$ cat src/rtl/tdc_regif_pkg.sv
package tdc_regif_pkg;
    localparam int ADDR_W  = 24;
    localparam int DATA_W  = 32;
    localparam int WIN_W   = 24;
    localparam int LVL_W   = 6;
    localparam int SW_W    = 4;
    localparam int SW_N    = 3;
    localparam int OFF_W   = ADDR_W - SW_N * SW_W;
    localparam int CONV_RST_BIT = 24;
    localparam int TCNT_RST_BIT = 25;
    localparam logic [DATA_W-1:0] PATTERN_A = 32'h7654_3210;
    localparam logic [DATA_W-1:0] PATTERN_B = 32'hFEDC_BA98;

    typedef enum logic [2:0] {
        RG_CTRL,
        RG_SWITCH,
        RG_PAT_A,
        RG_PAT_B,
        RG_DATA,
        RG_NONE
    } region_e;

    typedef struct packed {
        logic    hit;
        region_e region;
    } decode_t;

    function automatic region_e classify(input logic [OFF_W-1:0] off);
        if (off[OFF_W-1])          return RG_DATA;
        else if (off == 12'h000)   return RG_CTRL;
        else if (off == 12'h004)   return RG_SWITCH;
        else if (off == 12'h008)   return RG_PAT_A;
        else if (off == 12'h00C)   return RG_PAT_B;
        else                       return RG_NONE;
    endfunction
endpackage

$ cat src/rtl/tdc_addr_decode.sv
module tdc_addr_decode
    import tdc_regif_pkg::*;
(
    input  logic [ADDR_W-1:0]    addr,
    input  logic [SW_N*SW_W-1:0] sw_all,
    output decode_t              dec
);
    logic [SW_N-1:0] nib_match;

    genvar i;
    generate
        for (i = 0; i < SW_N; i++) begin : g_nib
            assign nib_match[i] =
                addr[OFF_W + i*SW_W +: SW_W] == sw_all[i*SW_W +: SW_W];
        end
    endgenerate

    always_comb begin
        dec.hit    = &nib_match;
        dec.region = classify(addr[OFF_W-1:0]);
    end
endmodule

$ cat src/rtl/tdc_ctrl_regs.sv
module tdc_ctrl_regs
    import tdc_regif_pkg::*;
(
    input  logic              clk,
    input  logic              rst,
    input  logic              ctrl_wr,
    input  logic [DATA_W-1:0] wdata,
    output logic [WIN_W-1:0]  window,
    output logic              conv_rst,
    output logic              tcnt_rst
);
    logic unused_wdata_hi;
    assign unused_wdata_hi = ^wdata[DATA_W-1:TCNT_RST_BIT+1];

    always_ff @(posedge clk) begin
        if (rst) begin
            window   <= '0;
            conv_rst <= 1'b0;
            tcnt_rst <= 1'b0;
        end else begin
            conv_rst <= ctrl_wr & wdata[CONV_RST_BIT];
            tcnt_rst <= ctrl_wr & wdata[TCNT_RST_BIT];
            if (ctrl_wr)
                window <= wdata[WIN_W-1:0];
        end
    end

    // reset strobes last a single clock
    assert_conv_pulse_R4: assert property (@(posedge clk) disable iff (rst)
        conv_rst |=> !conv_rst);
    assert_tcnt_pulse_R4: assert property (@(posedge clk) disable iff (rst)
        tcnt_rst |=> !tcnt_rst);
    // window holds without a control write
    assert_window_hold_R3: assert property (@(posedge clk) disable iff (rst)
        !ctrl_wr |=> $stable(window));
endmodule

$ cat src/rtl/tdc_read_port.sv
module tdc_read_port
    import tdc_regif_pkg::*;
(
    input  logic                 clk,
    input  logic                 rst,
    input  logic                 rd_sel,
    input  logic                 wr_sel,
    input  region_e              region,
    input  logic [WIN_W-1:0]     window,
    input  logic [LVL_W-1:0]     fifo_level,
    input  logic [SW_N*SW_W-1:0] sw_all,
    input  logic                 fifo_empty,
    input  logic [DATA_W-1:0]    fifo_head,
    input  logic                 fifo_wr_req,
    output logic                 fifo_pop,
    output logic                 fifo_wr_grant,
    output logic [DATA_W-1:0]    rdata,
    output logic                 ack
);
    localparam int PAD_W = DATA_W - LVL_W - WIN_W;
    logic [DATA_W-1:0] rd_mux;

    assign fifo_pop      = rd_sel && region == RG_DATA && !fifo_empty;
    assign fifo_wr_grant = fifo_wr_req & ~fifo_pop;

    always_comb begin
        unique case (region)
            RG_CTRL:   rd_mux = {{PAD_W{1'b0}}, fifo_level, window};
            RG_SWITCH: rd_mux = {{(DATA_W-SW_N*SW_W){1'b0}}, sw_all};
            RG_PAT_A:  rd_mux = PATTERN_A;
            RG_PAT_B:  rd_mux = PATTERN_B;
            RG_DATA:   rd_mux = fifo_empty ? '0 : fifo_head;
            default:   rd_mux = '0;
        endcase
    end

    always_ff @(posedge clk) begin
        if (rst) begin
            ack   <= 1'b0;
            rdata <= '0;
        end else begin
            ack   <= rd_sel | wr_sel;
            rdata <= rd_sel ? rd_mux : '0;
        end
    end

    // never pop an empty FIFO
    assert_no_pop_empty_R9: assert property (@(posedge clk) disable iff (rst)
        fifo_pop |-> !fifo_empty);
    // writer is held off while popping
    assert_pop_wins_R11: assert property (@(posedge clk) disable iff (rst)
        fifo_pop |-> !fifo_wr_grant);
    // ack is a single clock following a selected strobe
    assert_ack_follows_R2: assert property (@(posedge clk) disable iff (rst)
        (rd_sel | wr_sel) |=> ack);
    assert_ack_cause_R2: assert property (@(posedge clk) disable iff (rst)
        !(rd_sel | wr_sel) |=> !ack);
endmodule

$ cat src/rtl/tdc_regif.sv
module tdc_regif
    import tdc_regif_pkg::*;
(
    input  logic        clk,
    input  logic        rst,
    input  logic [23:0] bus_addr,
    input  logic [31:0] bus_wdata,
    input  logic        bus_wr,
    input  logic        bus_rd,
    output logic [31:0] bus_rdata,
    output logic        bus_ack,
    input  logic [3:0]  sw_hi,
    input  logic [3:0]  sw_mid,
    input  logic [3:0]  sw_lo,
    input  logic        fifo_empty,
    input  logic [5:0]  fifo_level,
    input  logic [31:0] fifo_head,
    output logic        fifo_pop,
    input  logic        fifo_wr_req,
    output logic        fifo_wr_grant,
    output logic [23:0] win_value,
    output logic        conv_rst_pulse,
    output logic        tcnt_rst_pulse
);
    logic [SW_N*SW_W-1:0] sw_all;
    decode_t              dec;
    logic                 rd_sel, wr_sel, ctrl_wr;

    assign sw_all  = {sw_hi, sw_mid, sw_lo};
    assign rd_sel  = bus_rd & dec.hit;
    assign wr_sel  = bus_wr & ~bus_rd & dec.hit;
    assign ctrl_wr = wr_sel && dec.region == RG_CTRL;

    tdc_addr_decode u_dec (
        .addr   (bus_addr),
        .sw_all (sw_all),
        .dec    (dec)
    );

    tdc_ctrl_regs u_ctrl (
        .clk      (clk),
        .rst      (rst),
        .ctrl_wr  (ctrl_wr),
        .wdata    (bus_wdata),
        .window   (win_value),
        .conv_rst (conv_rst_pulse),
        .tcnt_rst (tcnt_rst_pulse)
    );

    tdc_read_port u_rd (
        .clk           (clk),
        .rst           (rst),
        .rd_sel        (rd_sel),
        .wr_sel        (wr_sel),
        .region        (dec.region),
        .window        (win_value),
        .fifo_level    (fifo_level),
        .sw_all        (sw_all),
        .fifo_empty    (fifo_empty),
        .fifo_head     (fifo_head),
        .fifo_wr_req   (fifo_wr_req),
        .fifo_pop      (fifo_pop),
        .fifo_wr_grant (fifo_wr_grant),
        .rdata         (bus_rdata),
        .ack           (bus_ack)
    );

    // an unselected address never acknowledges
    assert_no_ack_unselected_R1: assert property (@(posedge clk) disable iff (rst)
        ((bus_rd | bus_wr) && !dec.hit) |=> !bus_ack);
    // overlapping strobes leave the window untouched
    assert_read_first_R12: assert property (@(posedge clk) disable iff (rst)
        (bus_rd && bus_wr) |=> $stable(win_value));
endmodule

$ cat config.mk
export PLATFORM = sky130hd
export DESIGN_NAME = tdc_regif
export DESIGN_NICKNAME = d
export VERILOG_FILES = /design/src/rtl/tdc_regif_pkg.sv /design/src/rtl/tdc_addr_decode.sv /design/src/rtl/tdc_ctrl_regs.sv /design/src/rtl/tdc_read_port.sv /design/src/rtl/tdc_regif.sv
export SDC_FILE = /design/constraint.sdc
export NUM_CORES = 1
export LEC_CHECK = 0
export CAP_MARGIN = 5
export CELL_PAD_IN_SITES_DETAIL_PLACEMENT = 0
export CELL_PAD_IN_SITES_GLOBAL_PLACEMENT = 1
export CORE_MARGIN = 4
export CORE_UTILIZATION = 25
export CTS_CLUSTER_DIAMETER = 80
export DETAILED_ROUTE_END_ITERATION = 10
export GPL_ROUTABILITY_DRIVEN = 0
export PLACE_DENSITY_LB_ADDON = 0.1
export SKIP_CTS_REPAIR_TIMING = 1
export SLEW_MARGIN = 15
export SYNTH_ARGS = -nofsm -noshare
export SYNTH_HDL_FRONTEND = slang
export SYNTH_SLANG_ARGS = --single-unit
$ cat constraint.sdc
create_clock -name clk -period 2.3 [get_ports clk]
set_input_delay 0.23 -clock clk [delete_from_list [all_inputs] [get_ports clk]]
set_output_delay 0.23 -clock clk [all_outputs]
set_load 0.005 [all_outputs]
==> results.json <==
{
  "outcome": "complete, no violations",
  "cp-endpoint": "fifo_pop",
  "relSlewSlack_pct": 61.0,
  "cp.depth": 6,
  "cts_root_buf": "clkbuf_8",
  "criticalPathCategory": "in2out",
  "yosysUniqueCellTypes": 30,
  "regToRegEndpoint": "u_rd.rdata[9]",
  "cts_made_buffers": 9,
  "syn-num-nets": 410,
  "leakage_uw": 0.00167,
  "nets": 587,
  "fin_worst_skew_ns": 0.00516,
  "ys.flop_type": "dfxtp_1",
  "drt_iter0_markers": 112,
  "coreArea_um2": 10400,
  "die_h_um": 111,
  "layout_commonest_cell": "clkdlybuf4s50_1",
  "firstDrtPassIters": 4,
  "critPathRequiredTime_ns": 2.07,
  "dr.max_layer_used": "met4",
  "tritoncts": "done",
  "synthArstFlopShare_pct": 0,
  "critPathTopFamily": "buffers and inverters",
  "drive_above_1_share_pct": 10.6,
  "grt_max_degree": 49,
  "power_density_nw_per_um2": 455,
  "antenna_found_initial": 0,
  "ant_nets": 0,
  "avgSynthCellArea_um2": 8.93,
  "viasPerCell": 4.53,
  "syn2layout_area_growth_pct": 81.8,
  "period_share_pct": 95.1,
  "yosys_warnings": 0,
  "rows": 37,
  "cp_slowest_cell": "clkdlybuf4s50_1",
  "arrival_ns": 1.96,
  "end_kind": "primary output",
  "max_slew.worst_pin.slew_ns": 0.584,
  "irDropWorstVdd_mv": 0.199,
  "mostFrequentLayoutCells": "166 x clkdlybuf4s50_1, 64 x nand2_1, 59 x dfxtp_1",
  "wl_met2_mm": 4.48,
  "dp_cells": 599,
  "diodes": 0,
  "track_usage_pct": 16.0,
  "dp_hpwl_mm": 7.76,
  "synth_edf_count": 0,
  "dr_wl_met3_um": 754,
  "synth_seq_cells": 59,
  "crit_buf_inv": 2,
  "hold_viol": 0,
  "fillCellCount": 1053,
  "start_util_pct": 25.7,
  "reg2reg_depth": 4,
  "syn_area_um2": 2660,
  "worstSetupStartpointType": "input port",
  "grt_pass1_vias": 2877,
  "routedWlPerCell_um": 16.5,
  "fin_util_pct": 46.7,
  "io_pins": 173,
  "drt_wl_total_mm": 10.2,
  "die_x_um": 111,
  "cts_sinks": 59,
  "timing.rr.start": "u_ctrl.window[9]",
  "grt.overflow.total": 0,
  "io_buffers": 166,
  "grt_pass1_wl_mm": 15.8,
  "vias": 2790,
  "synthCells": 298,
  "cp-startpoint": "sw_hi[3]",
  "insertion_delay_ns": 0.33,
  "synth-seq-area-share_pct": 44.4,
  "setup_viol": 0,
  "clk_pin_slew_ns": 0.06,
  "crit_fanout": 2,
  "slew_violations": 0,
  "hp-class": "in2reg",
  "rrSetupSlack_ns": 1.21,
  "drc": 0,
  "h-tree-depth": 3,
  "met1_length_mm": 4.87,
  "die-area_um2": 12400,
  "path_cells": "clkdlybuf4s50_1 -> xnor2_1 -> nand4_1 -> nor3_2 -> and3_1 -> clkdlybuf4s50_1",
  "final_cells": 616,
  "hold_ws_ns": 0.443,
  "maxClockFrequency_ghz": 0.457,
  "critical_path.max_stage_delay_ns": 0.53,
  "path_common_cell": "clkdlybuf4s50_1",
  "maxCapViolations": 0,
  "clk_path_buf_depth": 2,
  "min_period_ns": 2.19
}
## cell usage after synthesis (4+ instances only)
master	instances	area (um2)
nor2b_1	13	81.3
clkbuf_1	23	86.3
inv_1	4	15.0
nand2_1	64	240
xnor2_1	12	105
o21ai_0	10	50.1
a21o_1	4	30.0
dfxtp_1	59	1180
a211oi_1	19	143
a22oi_1	16	120
mux2i_1	24	240
nor3_1	15	75.1
a32oi_1	7	61.3
## report_power, final
part | total (uW) | switching, uW | internal (uW)
clock | 844 | 425 | 419
combinational | 338 | 118 | 220
sequential | 1020 | 0.00259 | 1020
## stage by stage
stage | cell area [um2] | power, uW | setup WS [ns] | setup TNS (ns)
2_1_floorplan | 2660 | 1140 | 0.170 | 0
3_3_place_gp | 4650 | 1380 | -0.138 | -3.38
3_5_place_dp | 4650 | 1380 | -0.168 | -3.92
4_1_cts | 4820 | 2230 | -0.119 | -0.132
5_1_grt | 4840 | 2300 | -0.0406 | -0.0406
6_report | 4840 | 2200 | 0.112 | 0
## sequential cells by signal, summed over array words and instances, names as in the netlist
| name | flops |
|---|---|
| u_ctrl.conv_rst | 1 |
| u_ctrl.window | 24 |
| u_rd.ack | 1 |
| u_ctrl.tcnt_rst | 1 |
| u_rd.rdata | 32 |
## routing by layer
| metal | up-vias | global-route usage (%) |
|---|---|---|
| met2 | 94 | 24.6 |
| met5 | - | 0 |
| met1 | 1286 | 22.4 |
| li1 | 1406 | - |
| met3 | 4 | 4.59 |
| met4 | 0 | 3.16 |
## final cells by class
class,count,area (um2),share of cell area [%]
Inverter,4,15.0,0.310
Clock buffer,12,145,3.00
Multi-Input combinational cell,210,1390,28.7
Timing Repair Buffer,191,1910,39.5
Tap cell,136,170,3.52
Sequential cell,59,1180,24.4
Clock inverter,4,26.3,0.543
## logic make-up after synthesis
| kind of cell | count (synthesis) | synth area share (%) |
|---|---|---|
| simple gates | 112 | 21.1 |
| compound gates | 62 | 16.9 |
| xor+xnor | 12 | 3.95 |
| flops | 59 | 44.4 |
| mux | 24 | 9.02 |
| buf+inv | 29 | 4.65 |
## worst reg2reg max path, stage by stage (launching register included)
cell and delay (ns):
dfxtp_1 0.35, nor2b_1 0.14, a211o_1 0.27, a22oi_1 0.15, nor3_1 0.06
## worst min path at each step
stage                startpoint  depth (start not counted)  slack [ns]          endpoint
2_1_floorplan            bus_wr                          2        0.35          u_rd.ack
3_3_place_gp   u_ctrl.window[1]                          2        0.46  u_ctrl.window[1]
3_5_place_dp   u_ctrl.window[1]                          2        0.47  u_ctrl.window[1]
4_1_cts            bus_wdata[7]                          3        0.43  u_ctrl.window[7]
5_1_grt            bus_wdata[7]                          3        0.43  u_ctrl.window[7]
6_report          bus_wdata[24]                          3        0.44   u_ctrl.conv_rst
No activity file was read; power rests on OpenSTA's default activity.
